## src/rtl/drift_pkg.sv

```systemverilog
package drift_pkg;
    localparam int CFG_W   = 8;
    localparam int SEL_BIT = 7;
    localparam int DIR_BIT = 6;
    localparam int CODE_W  = 6;

    typedef logic [CFG_W-1:0] cfg_t;
endpackage

```

## src/rtl/drift_decode.sv

```systemverilog
module drift_decode
    import drift_pkg::*;
#(
    parameter int PRESCALE  = 32768,
    parameter int MAX_STEPS = 62,
    parameter int CNT_W     = 16
) (
    input  cfg_t             cfg,
    input  logic             enable,
    output logic [CNT_W-1:0] sec_len
);
    localparam int SW = CODE_W + 1;

    logic [CODE_W-1:0] code;
    logic [SW-1:0]     raw_steps;
    logic [SW-1:0]     steps;
    logic [CNT_W-1:0]  pulses;

    always_comb begin
        code = cfg[CODE_W-1:0];
        // subtract uses a complemented code, add uses code minus one
        if (cfg[DIR_BIT]) begin
            raw_steps = {1'b0, ~code} + SW'(1);
        end else begin
            raw_steps = {1'b0, code} - SW'(1);
        end
        steps = raw_steps;
        if (raw_steps > SW'(MAX_STEPS)) begin
            steps = SW'(MAX_STEPS);
        end
        if (!enable || code == '0) begin
            steps = '0;
        end
        // one step equals two slow pulses
        pulses = CNT_W'({steps, 1'b0});
        if (cfg[DIR_BIT]) begin
            sec_len = CNT_W'(PRESCALE) + pulses;
        end else begin
            sec_len = CNT_W'(PRESCALE) - pulses;
        end
    end
endmodule

```

## src/rtl/drift_cfg_reg.sv

```systemverilog
module drift_cfg_reg
    import drift_pkg::*;
(
    input  logic clk,
    input  logic rst_n,
    input  logic wr_en,
    input  cfg_t wr_data,
    input  logic boundary,
    output cfg_t active_d,
    output cfg_t active_q,
    output logic busy
);
    typedef struct packed {
        cfg_t pend;
        cfg_t active;
        logic busy;
    } cfg_state_t;

    cfg_state_t r_d, r_q;

    always_comb begin
        r_d = r_q;
        // the boundary moves the old pending word before a new write lands
        if (boundary && r_q.busy) begin
            r_d.active = r_q.pend;
        end
        if (boundary) begin
            r_d.busy = 1'b0;
        end
        if (wr_en) begin
            r_d.pend = wr_data;
            r_d.busy = 1'b1;
        end
    end

    always_ff @(posedge clk or negedge rst_n) begin
        if (!rst_n) begin
            r_q <= '0;
        end else begin
            r_q <= r_d;
        end
    end

    assign active_d = r_d.active;
    assign active_q = r_q.active;
    assign busy     = r_q.busy;
endmodule

```

## src/rtl/drift_prescaler.sv

```systemverilog
module drift_prescaler #(
    parameter int PRESCALE   = 32768,
    parameter int SHORT_SECS = 20,
    parameter int LONG_SECS  = 60,
    parameter int CNT_W      = 16,
    parameter int SEC_W      = 6
) (
    input  logic             clk,
    input  logic             rst_n,
    input  logic             slow_tick,
    input  logic             long_sel,
    input  logic [CNT_W-1:0] corr_len,
    output logic             boundary,
    output logic             sec_tick
);
    typedef struct packed {
        logic [CNT_W-1:0] cnt;
        logic [CNT_W-1:0] len;
        logic [SEC_W-1:0] sec;
        logic             tick;
    } pre_state_t;

    pre_state_t s_d, s_q;
    logic       tick_end;
    logic       last_sec;

    always_comb begin
        s_d      = s_q;
        s_d.tick = 1'b0;
        last_sec = (s_q.sec == (long_sel ? SEC_W'(LONG_SECS - 1) : SEC_W'(SHORT_SECS - 1)));
        tick_end = slow_tick && (s_q.cnt == s_q.len - CNT_W'(1));
        if (tick_end) begin
            s_d.cnt  = '0;
            s_d.tick = 1'b1;
            if (last_sec) begin
                // first second of the new interval carries the correction
                s_d.sec = '0;
                s_d.len = corr_len;
            end else begin
                s_d.sec = s_q.sec + SEC_W'(1);
                s_d.len = CNT_W'(PRESCALE);
            end
        end else if (slow_tick) begin
            s_d.cnt = s_q.cnt + CNT_W'(1);
        end
    end

    always_ff @(posedge clk or negedge rst_n) begin
        if (!rst_n) begin
            s_q <= '{cnt: '0, len: CNT_W'(PRESCALE), sec: '0, tick: 1'b0};
        end else begin
            s_q <= s_d;
        end
    end

    assign boundary = tick_end && last_sec;
    assign sec_tick = s_q.tick;
endmodule

```

## src/rtl/drift_pulse_comp.sv

```systemverilog
module drift_pulse_comp
    import drift_pkg::*;
#(
    parameter int PRESCALE   = 32768,
    parameter int SHORT_SECS = 20,
    parameter int LONG_SECS  = 60,
    parameter int MAX_STEPS  = 62
) (
    input  logic       clk,
    input  logic       rst_n,
    input  logic       slow_tick,
    input  logic       adj_en,
    input  logic       wr_en,
    input  logic [7:0] wr_data,
    output logic       sec_tick,
    output logic       busy,
    output logic [7:0] active_cfg
);
    localparam int CNT_W = $clog2(PRESCALE + 2 * MAX_STEPS + 1);
    localparam int SEC_W = $clog2(LONG_SECS);

    logic             boundary;
    cfg_t             act_d;
    cfg_t             act_q;
    logic [CNT_W-1:0] corr_len;

    drift_cfg_reg u_cfg (
        .clk      (clk),
        .rst_n    (rst_n),
        .wr_en    (wr_en),
        .wr_data  (wr_data),
        .boundary (boundary),
        .active_d (act_d),
        .active_q (act_q),
        .busy     (busy)
    );

    drift_decode #(
        .PRESCALE  (PRESCALE),
        .MAX_STEPS (MAX_STEPS),
        .CNT_W     (CNT_W)
    ) u_dec (
        .cfg     (act_d),
        .enable  (adj_en),
        .sec_len (corr_len)
    );

    drift_prescaler #(
        .PRESCALE   (PRESCALE),
        .SHORT_SECS (SHORT_SECS),
        .LONG_SECS  (LONG_SECS),
        .CNT_W      (CNT_W),
        .SEC_W      (SEC_W)
    ) u_pre (
        .clk       (clk),
        .rst_n     (rst_n),
        .slow_tick (slow_tick),
        .long_sel  (act_q[SEL_BIT]),
        .corr_len  (corr_len),
        .boundary  (boundary),
        .sec_tick  (sec_tick)
    );

    assign active_cfg = act_q;
endmodule

```

## config.mk

```make
export PLATFORM = sky130hd
export DESIGN_NAME = drift_pulse_comp
export DESIGN_NICKNAME = d
export VERILOG_FILES = /design/src/rtl/drift_pkg.sv /design/src/rtl/drift_decode.sv /design/src/rtl/drift_cfg_reg.sv /design/src/rtl/drift_prescaler.sv /design/src/rtl/drift_pulse_comp.sv
export SDC_FILE = /design/constraint.sdc
export NUM_CORES = 1
export LEC_CHECK = 0
export BUFFER_PORTS_ARGS = -buffer_cell sky130_fd_sc_hd__clkbuf_2
export CORE_ASPECT_RATIO = 1.25
export CORE_UTILIZATION = 41
export DETAILED_ROUTE_END_ITERATION = 10
export GPL_TIMING_DRIVEN = 0
export SLEW_MARGIN = 20
export SYNTH_ARGS = -nofsm -noshare
export SYNTH_HDL_FRONTEND = slang
export SYNTH_SLANG_ARGS = --single-unit
```

## constraint.sdc

```tcl
create_clock -name clk -period 5.44 [get_ports clk]
set_input_delay 1.088 -clock clk [delete_from_list [all_inputs] [get_ports clk]]
set_output_delay 1.088 -clock clk [all_outputs]
set_load 0.02 [all_outputs]
```

# Word-level counts from Yosys, hierarchy flattened

Cells that the tools add are included.

Register bits after elaboration: 56
Input port bits: 13
Output and inout port bits: 10
Logic and storage cells: 39

$add $sub $neg: 7
Magnitude comparators: 1
Equal/unequal tests: 2
Multiplexer cells: 12
Bitwise gates (word level): 1
Reduce and logical (&&, ||, !) cells: 8

Operator list:

| cell                    | number |
|---|---|
| $mux W16                | 3 |
| $mux W7                 | 4 |
| $mux W22                | 1 |
| $add A16 B1 Y16 const B | 1 |
| $add A16 B8 Y16 const A | 1 |
| $eq A16 B16 Y1          | 1 |
| $sub A16 B1 Y16 const B | 1 |
| $sub A16 B8 Y16 const A | 1 |
| $add A6 B1 Y7 const B   | 1 |
| $gt A7 B6 Y1 const B    | 1 |
| $sub A6 B1 Y7 const B   | 1 |
| $add A6 B1 Y6 const B   | 1 |
| $eq A6 B6 Y1            | 1 |
| $logic_not A6 Y1        | 1 |
| $mux W6                 | 1 |
| $not A6 Y6              | 1 |
| $reduce_bool A2 Y1      | 2 |
| $logic_and A1 B1 Y1     | 3 |
| $mux W1                 | 3 |
| $logic_not A1 Y1        | 1 |
| $logic_or A1 B1 Y1      | 1 |

# Depth between registers and ports, before layout

Depth after elaboration: 15
Mapped depth: 23
Mapped depth without buffers: 22

# Modules after synthesis

A second synthesis with hierarchy kept.

Cells, all modules: 400
Area total of the unflattened synthesis: 3828.7 um2

Modules (own cells, without submodules):

| module          | times used | cells each | area an instance (um2) |
|---|---|---|---|
| drift_prescaler | 1          | 253        | 2418.6 |
| drift_decode    | 1          | 102        | 720.7 |
| drift_cfg_reg   | 1          | 45         | 689.4 |

# Least setup slack after synthesis

Ideal clock, no wire load.

Kind: flip-flop to flip-flop
Start point: register u_pre.s_q[11] (netlist name)
End point: register u_pre.s_q[14] (netlist name)
Setup time: 133 ps
Arrival time: 4780 ps
Data required time: 5307 ps
Setup slack: 527 ps
Stages on the path, launching flop included: 22
Cells stage by stage: dfrtp_1 > buf_6 > or4_4 > or3_1 > a211oi_2 > or4b_4 > nor4_4 > mux2_2 > inv_1 > ha_1 > clkbuf_1 > nor2_1 > or4_1 > a21oi_1 > nand3_1 > nand3_1 > ha_1 > o21ai_2 > inv_1 > ha_1 > nand2_1 > o21ai_0

Cells in the longest elaborated chain, start to end: 15

RTL lines:

| item                                               | RTL line                               | text |
|---|---|---|
| start: declaration                                 | drift_prescaler.sv:23                  | `pre_state_t s_d, s_q;` |
| start signal: assignment                           | drift_prescaler.sv:50                  | `s_q <= '{cnt: '0, len: CNT_W'(PRESCALE), sec: '0, tick: 1'b0};` |
| $sub A16 B1 Y16 *                                  | drift_prescaler.sv:31                  | `tick_end = slow_tick && (s_q.cnt == s_q.len - CNT_W'(1));` |
| $eq A16 B16 Y1 *                                   | drift_prescaler.sv:31                  |  |
| $logic_and A1 B1 Y1 *                              | drift_prescaler.sv:31                  |  |
| $logic_and A1 B1 Y1 *                              | drift_prescaler.sv:56                  | `assign boundary = tick_end && last_sec;` |
| $logic_and A1 B1 Y1 *                              | drift_cfg_reg.sv:24                    | `if (boundary && r_q.busy) begin` |
| $mux W7 *                                          | drift_cfg_reg.sv:24                    |  |
| net act_d[0]                                       | drift_pulse_comp.sv:23                 | `cfg_t act_d;` |
| $not A6 Y6                                         | drift_decode.sv:23                     | `raw_steps = {1'b0, ~code} + SW'(1);` |
| $add A6 B1 Y7                                      | drift_decode.sv:23                     |  |
| $mux W7                                            | drift_decode.sv:22                     | `if (cfg[DIR_BIT]) begin` |
| $gt A7 B6 Y1                                       | drift_decode.sv:28                     | `if (raw_steps > SW'(MAX_STEPS)) begin` |
| $mux W7                                            | drift_decode.sv:28                     |  |
| $mux W7 *                                          | drift_decode.sv:31                     | `if (!enable \|\| code == '0) begin` |
| $sub A16 B8 Y16 or $add A16 B8 Y16 (tied branches) | drift_decode.sv:39, drift_decode.sv:37 |  |
| $mux W16 *                                         | drift_decode.sv:36                     | `if (cfg[DIR_BIT]) begin` |
| $mux W22 *                                         | drift_prescaler.sv:35                  | `if (last_sec) begin` |

Mark *: on every way through the listed nets, which the timed path passes. The rest lies on a longest branch.
A chain may end at the register's enable or synchronous reset.

# Worst setup path in the final report

Start point: register u_pre.s_q[8] (netlist name)
End point: register u_pre.s_q[14] (netlist name)

Cells in the longest elaborated chain, start to end: 15

RTL lines:

| item                                               | RTL line |
|---|---|
| $sub A16 B1 Y16 *                                  | drift_prescaler.sv:31 |
| $eq A16 B16 Y1 *                                   | drift_prescaler.sv:31 |
| $logic_and A1 B1 Y1 *                              | drift_prescaler.sv:31 |
| $logic_and A1 B1 Y1                                | drift_prescaler.sv:56 |
| $logic_and A1 B1 Y1                                | drift_cfg_reg.sv:24 |
| $mux W7                                            | drift_cfg_reg.sv:24 |
| $not A6 Y6                                         | drift_decode.sv:23 |
| $add A6 B1 Y7                                      | drift_decode.sv:23 |
| $mux W7                                            | drift_decode.sv:22 |
| $gt A7 B6 Y1                                       | drift_decode.sv:28 |
| $mux W7                                            | drift_decode.sv:28 |
| $mux W7                                            | drift_decode.sv:31 |
| $sub A16 B8 Y16 or $add A16 B8 Y16 (tied branches) | drift_decode.sv:39, drift_decode.sv:37 |
| $mux W16                                           | drift_decode.sv:36 |
| $mux W22                                           | drift_prescaler.sv:35 |

Every way passes the cells marked *; elsewhere a longest branch is shown, timed or not.

==> impl_summary.md <==
Synth
Synthesis produced a netlist with a net count of 411. After synthesis, the netlist uses 70 different library cells. The sequential element share of the synthesized area is 0.376.

Yosys mapped a number of flops with a built-in enable equal to 0. After technology mapping, the gate count stands at 392. The Yosys step of the flow raised 0 warnings. The area share of the largest cell type after synthesis is 0.368.

After synthesis, the cell types taking the most area are dfrtp_1, xor2_1, xnor2_1. The average instance area after synthesis is 9.01 um2. The most used standard cell by instance count after synthesis is dfrtp_1.

The share of flip-flops with an asynchronous set or reset after synthesis is 1.00. In the synthesized netlist the dominant register cell turns out to be dfrtp_1. The flip-flop and latch count after synthesis is 53.

Counting instances in the post-synthesis netlist gives the leading cell types as dfrtp_1, nand2_1, nor2_1, xor2_1, xnor2_1. The cell area after synthesis is 0.00353 mm2. The most area-hungry cell type in the Yosys netlist is dfrtp_1.

Layout
The final layout contains 440 nets. The number of antenna diodes in the final layout is 0. With fillers left out, the area of the finished cells amounts to around 0.0039 mm2.

Summing all multi-input logic gate instances after layout gives 0.00204 mm2. The number of fill cells in the layout is 812. Summing all flip-flop and latch instances after layout gives about 0.0013 mm2.

The number of non-filler instances in the completed layout is 519. The ratio of cells with drive above 1 in the final layout is 0.182. From synthesis to final layout, the design area changed by 10.1%.

Drt
The via count of the routed design is between 2000 and 3000. The violation count after the first detailed-routing iteration is 139. Routed signal wires occupy layers up through met4. Dividing the detail-routed via count by the number of cells gives between 5 and 6. The detailed-router iteration count before antenna repair is 4.

The antenna violation net count after detailed routing is 0. After detailed routing, the wire length on met1 is 3.51 mm. The met3 routed wirelength is 197 um. For this block, the routed nets add up to 7.62 mm of wire. Wire segments on met2 add up to approximately 3.8 mm in the final route. The post-detailed-route wirelength per cell is 14.7 um. The post-route DRC violation count is 0.

Worst setup path
The class of the most critical setup path is register to register. The signal arrival time at the worst endpoint is 5200 ps. The kind of start point of the critical path is a register. The worst setup path is captured at a register.

The maximum net fanout on the critical path is 11. At the worst endpoint, the required time is around 5600 ps.

Clock network
The maximum number of buffers from clock root to sink is 2. Clock latency on the worst-skew pair, taken at its later pin, is 320 ps. The number of buffers created by CTS is 5. The TritonCTS clock tree is yes. The number of sinks on the clock net is 53.

The H-tree depth is 2. After clock tree synthesis, the flow added hold-fix buffers numbering 0. The clock transition at the registers of the reported paths is 100 ps. The cell sitting at the root of the clock tree is a clkbuf_8.

Global routing
The number of global-route vias before repair is about 2700. The largest net degree at the start of global routing is 54. In the global route stage, overall resource usage came out at 0.184.

Summed over all layers, the global routing overflow is 0. The initial antenna violation count is 0. The first-pass GRT wire length is roughly 13 mm.

STA
The count of endpoints failing hold in the final timing report came to 0. The slew at the pin closest to its max-slew limit is 1090 ps. Setup repair after global routing left no endpoint under its margin. The routed design could run at a clock period as short as 5030 ps. The number of max-slew violations in the final report came to 0.

The worst-case clock skew is 9.96 ps. Hold is met by 481 ps. The share of the clock period used by the worst path is 0.924.

Setup slack closes at 414 ps. Measured against its own limit, the worst slew margin works out to 0.265. Derived from the worst setup path, the maximum achievable clock frequency is 199 MHz. The total negative slack for setup checks is 0 ps. The final-report setup violation count is 0.

Placed design
The count of buffers added on input and output ports is 21. The global placer's final weighted congestion is between 0.8 and 0.9. The placement-stage cell area is 0.00376 mm2. Once placement completed, the tool counted placed cells totaling between 500 and 600. Prior to clock tree synthesis, the placed netlist has a worst setup slack of -118 ps. Summed over all nets, the half-perimeter wirelength after detailed placement is between 5 and 6 mm.

Pwr
The power density of the placed cells is ~210 mW/mm2. The worst vdd rail ir drop is between 0.1 and 0.15 mV. Summed over all cells, the static leakage comes to 0.00170 uW.

Floorplanning
The number of cell rows is 37. The floorplan step defined a die boundary enclosing 0.00900 mm2. The floorplan core area is approximately 0.0083 mm2. From bottom edge to top edge, the die measures 106 um. Measured along the x axis, the die boundary spans 85.0 um. The effective utilization at floorplan is 0.426.

The number of top-level pins is 23.

Hold path
The worst hold path belongs to the class register to register.

Run
Across the run, the number of max-cap violations was 0.

Outcome
The flow ran to the end, and the final reports show no timing, DRC or antenna violations.
==> registers in the layout, indices dropped and copies added, names as in the netlist <==
signal and count:
u_pre.s_q 35, u_cfg.active_q 8, u_cfg.r_q 8, u_cfg.busy 1, u_pre.sec_tick 1
==> repair_timing <==
item | in CTS | in global routing
pin swaps | 0 | 2
setup buffers | 0 | 2
resized for setup | 1 | 5
setup endpoints to repair | 2 | 7
==> power breakdown <==
part | switching, uW | total, uW | internal (uW) | leakage, uW
Sequential | 45.1 | 468 | 423 | 0.000687
Combinational | 70.2 | 135 | 65.3 | 0.000971
Clock | 133 | 223 | 89.2 | 0.0000439
==> final timing paths <==
| path | startpoint | endpoint | slack, ps | cells past startpoint |
|---|---|---|---|---|
| min | u_cfg.r_q[16]$_DFFE_PN0P_ | u_cfg.active_q[7]$_DFFE_PN0N_ | 480 | 2 |
| max | u_pre.s_q[8]$_DFFE_PN0N_ | u_pre.s_q[14]$_DFFE_PN0N_ | 410 | 22 |
| max in group asynchronous | rst_n | u_cfg.active_q[4]$_DFF_PN0_ | 4130 | 1 |
| min in group asynchronous | rst_n | u_pre.s_q[33]$_DFFE_PN0P_ | 850 | 1 |
| min reg2reg | u_cfg.r_q[16]$_DFFE_PN0P_ | u_cfg.active_q[7]$_DFFE_PN0N_ | 480 | 2 |
| max reg2reg | u_pre.s_q[8]$_DFFE_PN0N_ | u_pre.s_q[14]$_DFFE_PN0N_ | 410 | 22 |
==> critical path, cell delays in order, from the launching register on <==
cell and delay (ps):
dfrtp_1 430, inv_1 90, ha_2 240, or3b_2 490
or3_1 390, a211oi_2 250, o21bai_1 160, nor4_4 260
buf_4 190, buf_6 160, mux2i_2 320, ha_4 250
nor2_1 80, or4_1 470, a21oi_1 160, nand3_1 100
nand3_1 90, ha_1 250, o21ai_2 110, inv_1 70
ha_1 220, nand2_1 50, o21ai_0 70
==> metal layers <==
metal / vias to the layer above / track usage
met5: - / 0
met4: 0 / 0.0545
met3: 5 / 0.0282
met2: 45 / 0.324
met1: 1340 / 0.229
li1: 1420 / -
==> per-stage QoR <==
stage	power, uW	utilization
after global placement	608	0.454
after global routing	875	0.469
after floorplan	570	-
final	826	0.469
after detailed placement	612	0.454
after CTS	841	0.465
==> cells by family (layout without fill, tap and decap cells) <==
logic type	Yosys count	count (layout)	synth area share
compound gates	64	64	0.138
xor+xnor	50	50	0.128
fa+ha+maj	6	6	0.0212
buf+inv	39	69	0.0545
flops	53	53	0.376
mux	15	15	0.0471
other cells	1	1	0.00106
simple gates	164	164	0.234
==> final cells by class <==
class	count	area share
multi-input cells	300	0.525
flip-flops and latches	53	0.341
plain buffers	24	0.0351
repair buffers	23	0.0315
well taps	97	0.0312
clock buffers	5	0.0177
inverters	14	0.0135
clock inverters	3	0.00450
==> cells in the final DEF, fill, tap and decap left out, types with 6 or more instances in the layout <==
| cell type | synthesis | final |
|---|---|---|
| and3_1 | 10 | 10 |
| xor2_1 | 25 | 25 |
| xnor2_1 | 24 | 24 |
| inv_1 | 14 | 14 |
| nand3_1 | 18 | 18 |
| buf_4 | 8 | 10 |
| nor2_1 | 41 | 41 |
| clkbuf_1 | 13 | 12 |
| o21ai_0 | 13 | 13 |
| nor3_1 | 10 | 10 |
| clkbuf_2 | 0 | 20 |
| a31oi_1 | 7 | 7 |
| dfrtp_1 | 52 | 52 |
| mux2_2 | 9 | 9 |
| nand4_1 | 6 | 6 |
| nand2_1 | 44 | 44 |
No activity file was read; power rests on OpenSTA's default activity.
